File: src/rtl/irqfo_pkg.sv
package irqfo_pkg;
  localparam int EXP_TOP = 20;
  localparam int CNT_W   = EXP_TOP + 1;

  // log2 of the half period in clock cycles (clock = 2 x 32.768 kHz)
  function automatic int half_exp(input logic [3:0] code, input int scale);
    int e;
    case (code)
      4'd1:    e = 0;
      4'd2:    e = 3;
      4'd3:    e = 5;
      default: e = int'(code) + 5;
    endcase
    e = e - scale;
    if (e < 0) e = 0;
    return e;
  endfunction
endpackage

File: src/rtl/fo_divider.sv
module fo_divider
  import irqfo_pkg::*;
#(
  parameter int SCALE = 0
) (
  input  logic       clk,
  input  logic       rst_n,
  input  logic [3:0] code,
  input  logic       restart,
  output logic       wave
);
  logic [CNT_W-1:0] cnt;
  logic [CNT_W-1:0] half_m1;
  logic             half_done;

  always_comb begin
    half_m1 = (CNT_W'(1) << half_exp(code, SCALE)) - CNT_W'(1);
  end

  assign half_done = (cnt >= half_m1);

  always_ff @(posedge clk or negedge rst_n) begin
    if (!rst_n) begin
      cnt  <= '0;
      wave <= 1'b0;
    end else if (restart) begin
      cnt  <= '0;
      wave <= 1'b0;
    end else if (half_done) begin
      cnt  <= '0;
      wave <= ~wave;
    end else begin
      cnt  <= cnt + CNT_W'(1);
    end
  end

  AST_DIV_BOUND: assert property (@(posedge clk) disable iff (!rst_n)
    !restart |=> cnt <= half_m1 || $past(restart));
  AST_DIV_RESTART: assert property (@(posedge clk) disable iff (!rst_n)
    restart |=> (cnt == '0) && !wave);
endmodule

File: src/rtl/alarm_shaper.sv
module alarm_shaper #(
  parameter int PULSE_CYC = 16384
) (
  input  logic clk,
  input  logic rst_n,
  input  logic pulse_mode,
  input  logic alarm_match,
  input  logic alarm_flag,
  output logic alarm_low
);
  localparam int PW = $clog2(PULSE_CYC + 1);

  logic [PW-1:0] pcnt;
  logic          pulse_act;
  logic          pulse_start;

  assign pulse_start = pulse_mode && alarm_match;
  assign pulse_act   = (pcnt != '0);

  always_ff @(posedge clk or negedge rst_n) begin
    if (!rst_n)           pcnt <= '0;
    else if (pulse_start) pcnt <= PW'(PULSE_CYC);
    else if (pulse_act)   pcnt <= pcnt - PW'(1);
  end

  assign alarm_low = pulse_mode ? pulse_act : alarm_flag;

  AST_PULSE_START: assert property (@(posedge clk) disable iff (!rst_n)
    pulse_start |=> pulse_act);
  AST_PULSE_COUNT: assert property (@(posedge clk) disable iff (!rst_n)
    (pulse_act && !pulse_start) |=> pcnt == $past(pcnt) - PW'(1));
endmodule

File: src/rtl/irq_fout_mux.sv
module irq_fout_mux
  import irqfo_pkg::*;
#(
  parameter int SCALE     = 0,
  parameter int PULSE_CYC = 16384
) (
  input  logic       clk,
  input  logic       rst_n,
  input  logic       sel_wr,
  input  logic [3:0] sel_wdata,
  input  logic       pulse_mode,
  input  logic       alarm_match,
  input  logic       alarm_flag,
  input  logic       bat_blank,
  input  logic       on_battery,
  output logic       pin_oe
);
  logic [3:0] sel_q;
  logic       wave;
  logic       alarm_low;
  logic       blanked;
  logic       fo_on;

  always_ff @(posedge clk or negedge rst_n) begin
    if (!rst_n)      sel_q <= 4'd1;
    else if (sel_wr) sel_q <= sel_wdata;
  end

  fo_divider #(.SCALE(SCALE)) u_div (
    .clk(clk), .rst_n(rst_n), .code(sel_q), .restart(sel_wr), .wave(wave)
  );

  alarm_shaper #(.PULSE_CYC(PULSE_CYC)) u_alm (
    .clk(clk), .rst_n(rst_n), .pulse_mode(pulse_mode),
    .alarm_match(alarm_match), .alarm_flag(alarm_flag), .alarm_low(alarm_low)
  );

  assign blanked = bat_blank && on_battery;
  assign fo_on   = (sel_q != 4'd0);

  always_comb begin
    if (blanked)    pin_oe = 1'b0;
    else if (fo_on) pin_oe = wave;
    else            pin_oe = alarm_low;
  end

  AST_BLANK_OFF: assert property (@(posedge clk) disable iff (!rst_n)
    (on_battery && bat_blank) |-> !pin_oe);
  AST_FREQ_WINS: assert property (@(posedge clk) disable iff (!rst_n)
    (fo_on && !blanked) |-> pin_oe == wave);
  AST_ALARM_PATH: assert property (@(posedge clk) disable iff (!rst_n)
    (!fo_on && !blanked) |-> pin_oe == alarm_low);
  AST_SEL_LOAD: assert property (@(posedge clk) disable iff (!rst_n)
    sel_wr |=> sel_q == $past(sel_wdata));
endmodule

File: config.mk
export PLATFORM = sky130hd
export DESIGN_NAME = irq_fout_mux
export DESIGN_NICKNAME = d
export VERILOG_FILES = /design/src/rtl/irqfo_pkg.sv /design/src/rtl/fo_divider.sv /design/src/rtl/alarm_shaper.sv /design/src/rtl/irq_fout_mux.sv
export SDC_FILE = /design/constraint.sdc
export NUM_CORES = 1
export LEC_CHECK = 0
export CAP_MARGIN = 20
export CORE_AREA = 2 2 80 82
export CTS_CLUSTER_DIAMETER = 30
export CTS_CLUSTER_SIZE = 12
export DETAILED_ROUTE_END_ITERATION = 6
export DIE_AREA = 0 0 82 84
export GPL_ROUTABILITY_DRIVEN = 0
export PLACE_DENSITY = 0.74
export RECOVER_POWER = 100
export SLEW_MARGIN = 0
export SYNTH_ARGS = -nofsm -noshare
export SYNTH_HDL_FRONTEND = slang
export SYNTH_HIERARCHICAL = 1
export SYNTH_SLANG_ARGS = --single-unit
File: constraint.sdc
create_clock -name clk -period 4 [get_ports clk]
set_clock_uncertainty 0.05 [all_clocks]
set_input_delay 0.4 -clock clk [delete_from_list [all_inputs] [get_ports clk]]
set_output_delay 0.4 -clock clk [all_outputs]
set_load 0.1 [all_outputs]
Yosys cells after proc, flatten, opt, wreduce, memory -nomap -nowiden
Cells that the tools add are included.

Muxes and demuxes: 11. Order comparisons: 2. Bitwise logic cells: 1. Multiply operators: 0. Equal/unequal tests: 3. Reductions and logical operators: 6. $add $sub $neg: 4. Shifts and indexed selects: 1. Divide/modulo/power cells: 0.

Operators with widths (number): 32-bit one-hot mux with 3 select lines (1); 21-bit two-way mux (2); 32-bit by 1-bit < comparator with 1-bit output, second input constant (1); 32-bit two-way mux (1); 1-bit by 32-bit left shift with 21-bit output, first input constant (1); 15-bit two-way mux (2); 21-bit by 1-bit adder with 21-bit output, second input constant (1); 21-bit greater-or-equal comparator (1); 21-bit by 2-bit subtractor with 21-bit output, second input constant (1); 15-bit nonzero test (1); 15-bit by 1-bit subtractor with 15-bit output, second input constant (1); 4-bit by 2-bit equality test with 1-bit output, second input constant (2); 4-bit by 3-bit adder with 5-bit output, second input constant (1); 1-bit two-way mux (5); 4-bit by 1-bit equality test with 1-bit output, second input constant (1); 2-bit nonzero test (2); 4-bit nonzero test (1); 1-bit logical AND (2); 1-bit inverter (1).

Memories kept: 0. Memory bits (writable): 0. Bits in latches: 0. Bits in read-only memories: 0. Input port bits: 12. Output and inout bits: 1. Register bits: 41.

Depth between registers and ports, before layout
Depth in word-level cells: 9. Mapped depth: 22. Gate-level depth less buffers: 20.

Cells and area by module
The synthesis kept the hierarchy.

By module, submodules not included: fo_divider (area an instance 2222.1 um2, times used 1, cells each 271, sequential area each 550.5 um2); alarm_shaper (area an instance 857.1 um2, times used 1, cells each 92, sequential area each 375.4 um2); irq_fout_mux (area an instance 185.2 um2, times used 1, cells each 12, sequential area each 101.3 um2).

Least setup slack after synthesis
OpenSTA, ideal clock, no wires.

Kind: flip-flop to flip-flop. From: reg sel_q[0]. To: reg u_div.cnt[12]. Path buffers: 1. Stages on the path, launching flop included: 20. Clock period less this slack: 4.154 ns. Arrival: 3.972 ns. Data required time: 3.818 ns. Path slack: -0.154 ns. Setup time: 0.132 ns. Path through: dfstp_2 ha_1 nor3b_1 o22ai_1 nor2_1 nand2_1 ha_1 inv_1 a21oi_1 nor3_1 a21oi_1 a2bb2oi_1 ha_1 and4_1 a221o_1 a31oi_1 o31a_1 o311ai_1 clkbuf_1 nor2_1.

Word-level cells in the longest chain between the ends: 9. Elaborated cells between the ends (all ways): 12. Those cells by class: add/sub (2); order compare (2); eq/ne (3); shift (1); mux (4).

RTL lines: from (decl) (line irq_fout_mux.sv:18) `logic [3:0] sel_q;`; from (signal assigned) (line irq_fout_mux.sv:26) `else if (sel_wr) sel_q <= sel_wdata;`; 4-bit by 3-bit adder with 5-bit output, or another cell as far along (line irqfo_pkg.sv:12) `default: e = int'(code) + 5;`; 32-bit one-hot mux with 3 select lines (*) (line irqfo_pkg.sv:8) `case (code)`; 32-bit by 1-bit < comparator with 1-bit output (line irqfo_pkg.sv:15) `if (e < 0) e = 0;`; 32-bit two-way mux (*) (line irqfo_pkg.sv:15); 1-bit by 32-bit left shift with 21-bit output (*) (line fo_divider.sv:17) `half_m1 = (CNT_W'(1) << half_exp(code, SCALE)) - CNT_W'(1);`; 21-bit by 2-bit subtractor with 21-bit output (*) (line fo_divider.sv:17); 21-bit greater-or-equal comparator (*) (line fo_divider.sv:20) `assign half_done = (cnt >= half_m1);`; 21-bit two-way mux (*) (line fo_divider.sv:29) `end else if (half_done) begin`; 21-bit two-way mux (*) (line fo_divider.sv:26) `end else if (restart) begin`; to (signal assigned) (line fo_divider.sv:33) `cnt <= cnt + CNT_W'(1);`; to (decl) (line fo_divider.sv:12) `logic [CNT_W-1:0] cnt;`.

Every way passes the cells marked *; elsewhere a longest branch is shown, timed or not. A chain may end at the register's enable or synchronous reset.

Worst setup path after layout
From: reg sel_q[0]. To: reg u_div.wave.

Word-level cells in the longest chain between the ends: 8. Elaborated cells between the ends (all ways): 11. Those cells by class: add/sub (2); order compare (2); eq/ne (3); shift (1); mux (2); reduce/logical (1).

RTL lines: 4-bit by 3-bit adder with 5-bit output, or another cell as far along (line irqfo_pkg.sv:12); 32-bit one-hot mux with 3 select lines (*) (line irqfo_pkg.sv:8); 32-bit by 1-bit < comparator with 1-bit output (line irqfo_pkg.sv:15); 32-bit two-way mux (*) (line irqfo_pkg.sv:15); 1-bit by 32-bit left shift with 21-bit output (*) (line fo_divider.sv:17); 21-bit by 2-bit subtractor with 21-bit output (*) (line fo_divider.sv:17); 21-bit greater-or-equal comparator (*) (line fo_divider.sv:20); 2-bit nonzero test (no source line) (*); to (signal assigned) (line fo_divider.sv:31) `wave <= ~wave;`; to (decl) (line fo_divider.sv:10) `output logic wave`.

Marks and branches as above.

==> run_results.csv <==
group,metric,value,unit
setup_path,crit_fanout,5,
routing,drc,0,
routing,avgRoutedWirePerCell,15.88,um
sta,drv_slew,42,
sta,period_needed,4.003,ns
clock_tree,cts.clk_slew.worst_paths,0.08,ns
layout,area_growth,15.94,%
place,portBuffers,12,
synth,yosys_warnings,6,
setup_path,cpMaxStageDelayCell,"dfstp_2",
job,maxCapViolations,1,
global_route,antenna_found_initial,0,
synth,synthTopCellsByArea,"dfrtp_1, ha_1, nor2_1",
status,violations,"capacitance limit, slew limit, setup timing",
global_route,grt_pass1_vias,2805,
routing,vias_per_cell,5.973,
floorplan,die_area,0.006888,mm2
setup_path,end_kind,"flop",
setup_path,crit_path_cell_trace,"inv_2 -> ha_4 -> nor2_4 -> or4b_4 -> nand3b_2 -> o21ai_2 -> a21o_2 -> buf_4 -> o22a_1 -> ha_1 -> a21o_1 -> a21o_1 -> a21oi_2 -> o21a_1 -> o31a_1 -> o311ai_4 -> mux2_2",
synth,synth_top_area_cell,"dfrtp_1",
synth,avgSynthCellArea,8.705,um2
clock_tree,holdBufCountCts,0,
synth,synth_area,0.003264,mm2
synth,synth-main-ff-cell,"dfrtp_1",
synth,ys_types,78,
sta,setup_violations,1,
sta,max_slew.worst_pin.slew,2.247,ns
power,ir_worst_vdd,285.2,uV
layout,multi_input_area,0.002223,mm2
layout,utilization,62.09,%
synth,yosysTopAreaCellShare,30.66,%
global_route,grt_pass1_wl,12760,um
synth,yosysSeqAreaShare,31.47,%
global_route,grt_max_degree,42,
sta,relSlewSlack,-49.82,%
sta,fin_crit_sh,100.1,%
place,post-place-ws,-0.07957,ns
clock_tree,numCtsBuffers,5,
synth,synth_fp_nets,414,
routing,drt-initial-drc-count,188,
sta,layout_setup_ws,-0.002640,ns
clock_tree,cts_tree,"yes",
setup_path,arrival,4.14,ns
floorplan,die_w,82,um
power,pwr_density_cell,417.0,mW/mm2
min_path,hold_class,"flop to flop",
floorplan,core_area,0.006096,mm2
synth,netlist_instances,375,
layout,layout.nets,444,
place,dp_hpwl,5361,um
status,status,"complete, but fails checks",
setup_path,path_class,"flop to flop",
floorplan,ios,13,
clock_tree,max-clock-path-buffers,2,
layout,final.fill_count,515,
clock_tree,cts_max_level,2,
routing,antenna_left,0,
synth,synth_enable_flop_cells,0,
clock_tree,clk_latency,0.30,ns
setup_path,crit_top_cell,"a21o_1",
layout,drive_gt1_share,18.72,%
floorplan,die_y,84,um
routing,firstDrtPassIters,4,
global_route,grt_overflow,0,
setup_path,worstPathRequired,4.14,ns
layout,diodes,0,
floorplan,row_count,29,
sta,fmax,249.8,MHz
synth,async_flop_share,100.0,%
clock_tree,cts.sinks,41,
synth,synth-seq-cells,41,
setup_path,startpoint_type,"flop",
routing,vias,2885,
floorplan,start_util,53.55,%
setup_path,cpPeakStageDelay,0.59,ns
sta,hold_violations,0,
power,p_leak,0.001679,uW
routing,wirelength,7669,um
sta,rsz0062_at_grt,"true",
layout,regArea,0.001028,mm2
clock_tree,ctsRootBufferMaster,"clkbuf_8",
global_route,grtUsageTotal,23.42,%
-- placed cells by master (no fill, tap or decap), drive strengths merged, types with 3 or more instances in the layout --
cell / instances
a211oi: 4
ha: 27
o21a: 5
inv: 10
or3: 5
mux2: 7
o21ai: 20
nand3: 14
or4: 6
dfrtp: 40
and4: 5
and3: 6
nor2: 49
nand2b: 3
a21boi: 3
nand4: 7
nor3: 11
or2: 5
a21o: 5
and2: 3
clkbuf: 10
a21oi: 21
nand2: 36
clkdlybuf4s50: 9
nand3b: 3
nor4: 5
xor2: 15
xnor2: 9
buf: 22
-- critical path, delay by kind of cell, from the launching register on --
| kind | cells | cell delay (ns) |
|---|---|---|
| adder cells (fa/ha/maj) | 2 | 0.49 |
| buffers and inverters | 2 | 0.20 |
| flip-flops | 1 | 0.59 |
| multiplexers | 1 | 0.38 |
| AO/OA/AOI/OAI | 9 | 1.44 |
| AND/OR/NAND/NOR | 3 | 0.73 |
-- cell usage after synthesis, drive strengths merged (4+ instances only) --
cell type   n
clkbuf      5
a21oi      21
or3         5
and4        5
o21ai      20
nand3      14
ha         27
nor4        5
or4         6
dfrtp      40
a21o        5
a211oi      4
and3        6
nand2      36
inv        10
nor2       49
nor3       11
nand4       7
xnor2       9
o21a        5
or2         5
xor2       15
mux2        7
buf         7
-- worst paths after layout --
kind	slack, ns	depth (start not counted)	endpoint	startpoint
worst min-delay path	0.51	1	u_div/cnt[0]$_DFF_PN0_	u_div/cnt[0]$_DFF_PN0_
min in group asynchronous	0.71	1	sel_q[1]$_DFFE_PN0P_	rst_n
worst min register to register	0.51	1	u_div/cnt[0]$_DFF_PN0_	u_div/cnt[0]$_DFF_PN0_
max in group asynchronous	1.76	1	sel_q[1]$_DFFE_PN0P_	rst_n
worst max-delay path	-0.003	17	u_div/wave$_DFFE_PN0P_	sel_q[0]$_DFFE_PN1P_
worst max register to register	-0.003	17	u_div/wave$_DFFE_PN0P_	sel_q[0]$_DFFE_PN1P_
-- registers in the layout (all words and copies together) (netlist names) --
| signal | cells |
|---|---|
| u_div/cnt | 21 |
| u_alm/pcnt | 15 |
| sel_q | 4 |
| u_div/wave | 1 |
-- layout make-up --
type                    count  share of cell area, %
repair buffers             35                  7.471
well taps                  77                  2.545
flip-flops and latches     41                  27.17
multi-input cells         312                  58.74
clock buffers               7                  2.281
inverters                  10                 0.9917
clock inverters             1                 0.7934
-- stage by stage --
stage	total power (uW)	instances	instance area (um2)	TNS (ns)	hold slack [ns]
6_report	1578	483	3785	-0.002640	0.5108
5_1_grt	1684	483	3785	-2.400	0.5314
3_5_place_dp	1193	468	3555	-1.288	0.5020
4_1_cts	1551	478	3690	0	0.2218
3_3_place_gp	1175	468	3555	0	0.4952
2_1_floorplan	1032	375	3299	0	0.05441
-- layer usage --
| layer | global-route usage, % | vias to the layer above | routed length [um] |
|---|---|---|---|
| met5 | 0 | - | 0 |
| met4 | 7.879 | 0 | 143 |
| met3 | 3.247 | 12 | 219 |
| met2 | 39.10 | 47 | 3812 |
| met1 | 30.68 | 1398 | 3493 |
| li1 | - | 1428 | - |
-- report_power, final --
group / switching [uW] / internal [uW] / leakage [uW]
sequential: 89.0 / 478 / 0.000541
combinational: 372 / 292 / 0.00108
clock: 144 / 204 / 0.0000585
-- kinds of logic after synthesis --
group	synth area share, %
multiplexers	2.721
other	0.1149
AND/OR/NAND/NOR	26.98
AO/OA/AOI/OAI	18.78
XOR/XNOR	6.440
buffers and inverters	3.143
adder cells (fa/ha/maj)	10.35
flip-flops	31.47
-- repair_timing --
| item | in CTS | in global routing |
|---|---|---|
| resized for setup | 1 | 15 |
| setup buffers | 2 | 3 |
| gates cloned | 0 | 2 |
| setup endpoints to repair | 22 | 22 |
| pin swaps | 4 | 1 |
(Power assumes the default switching activity.)
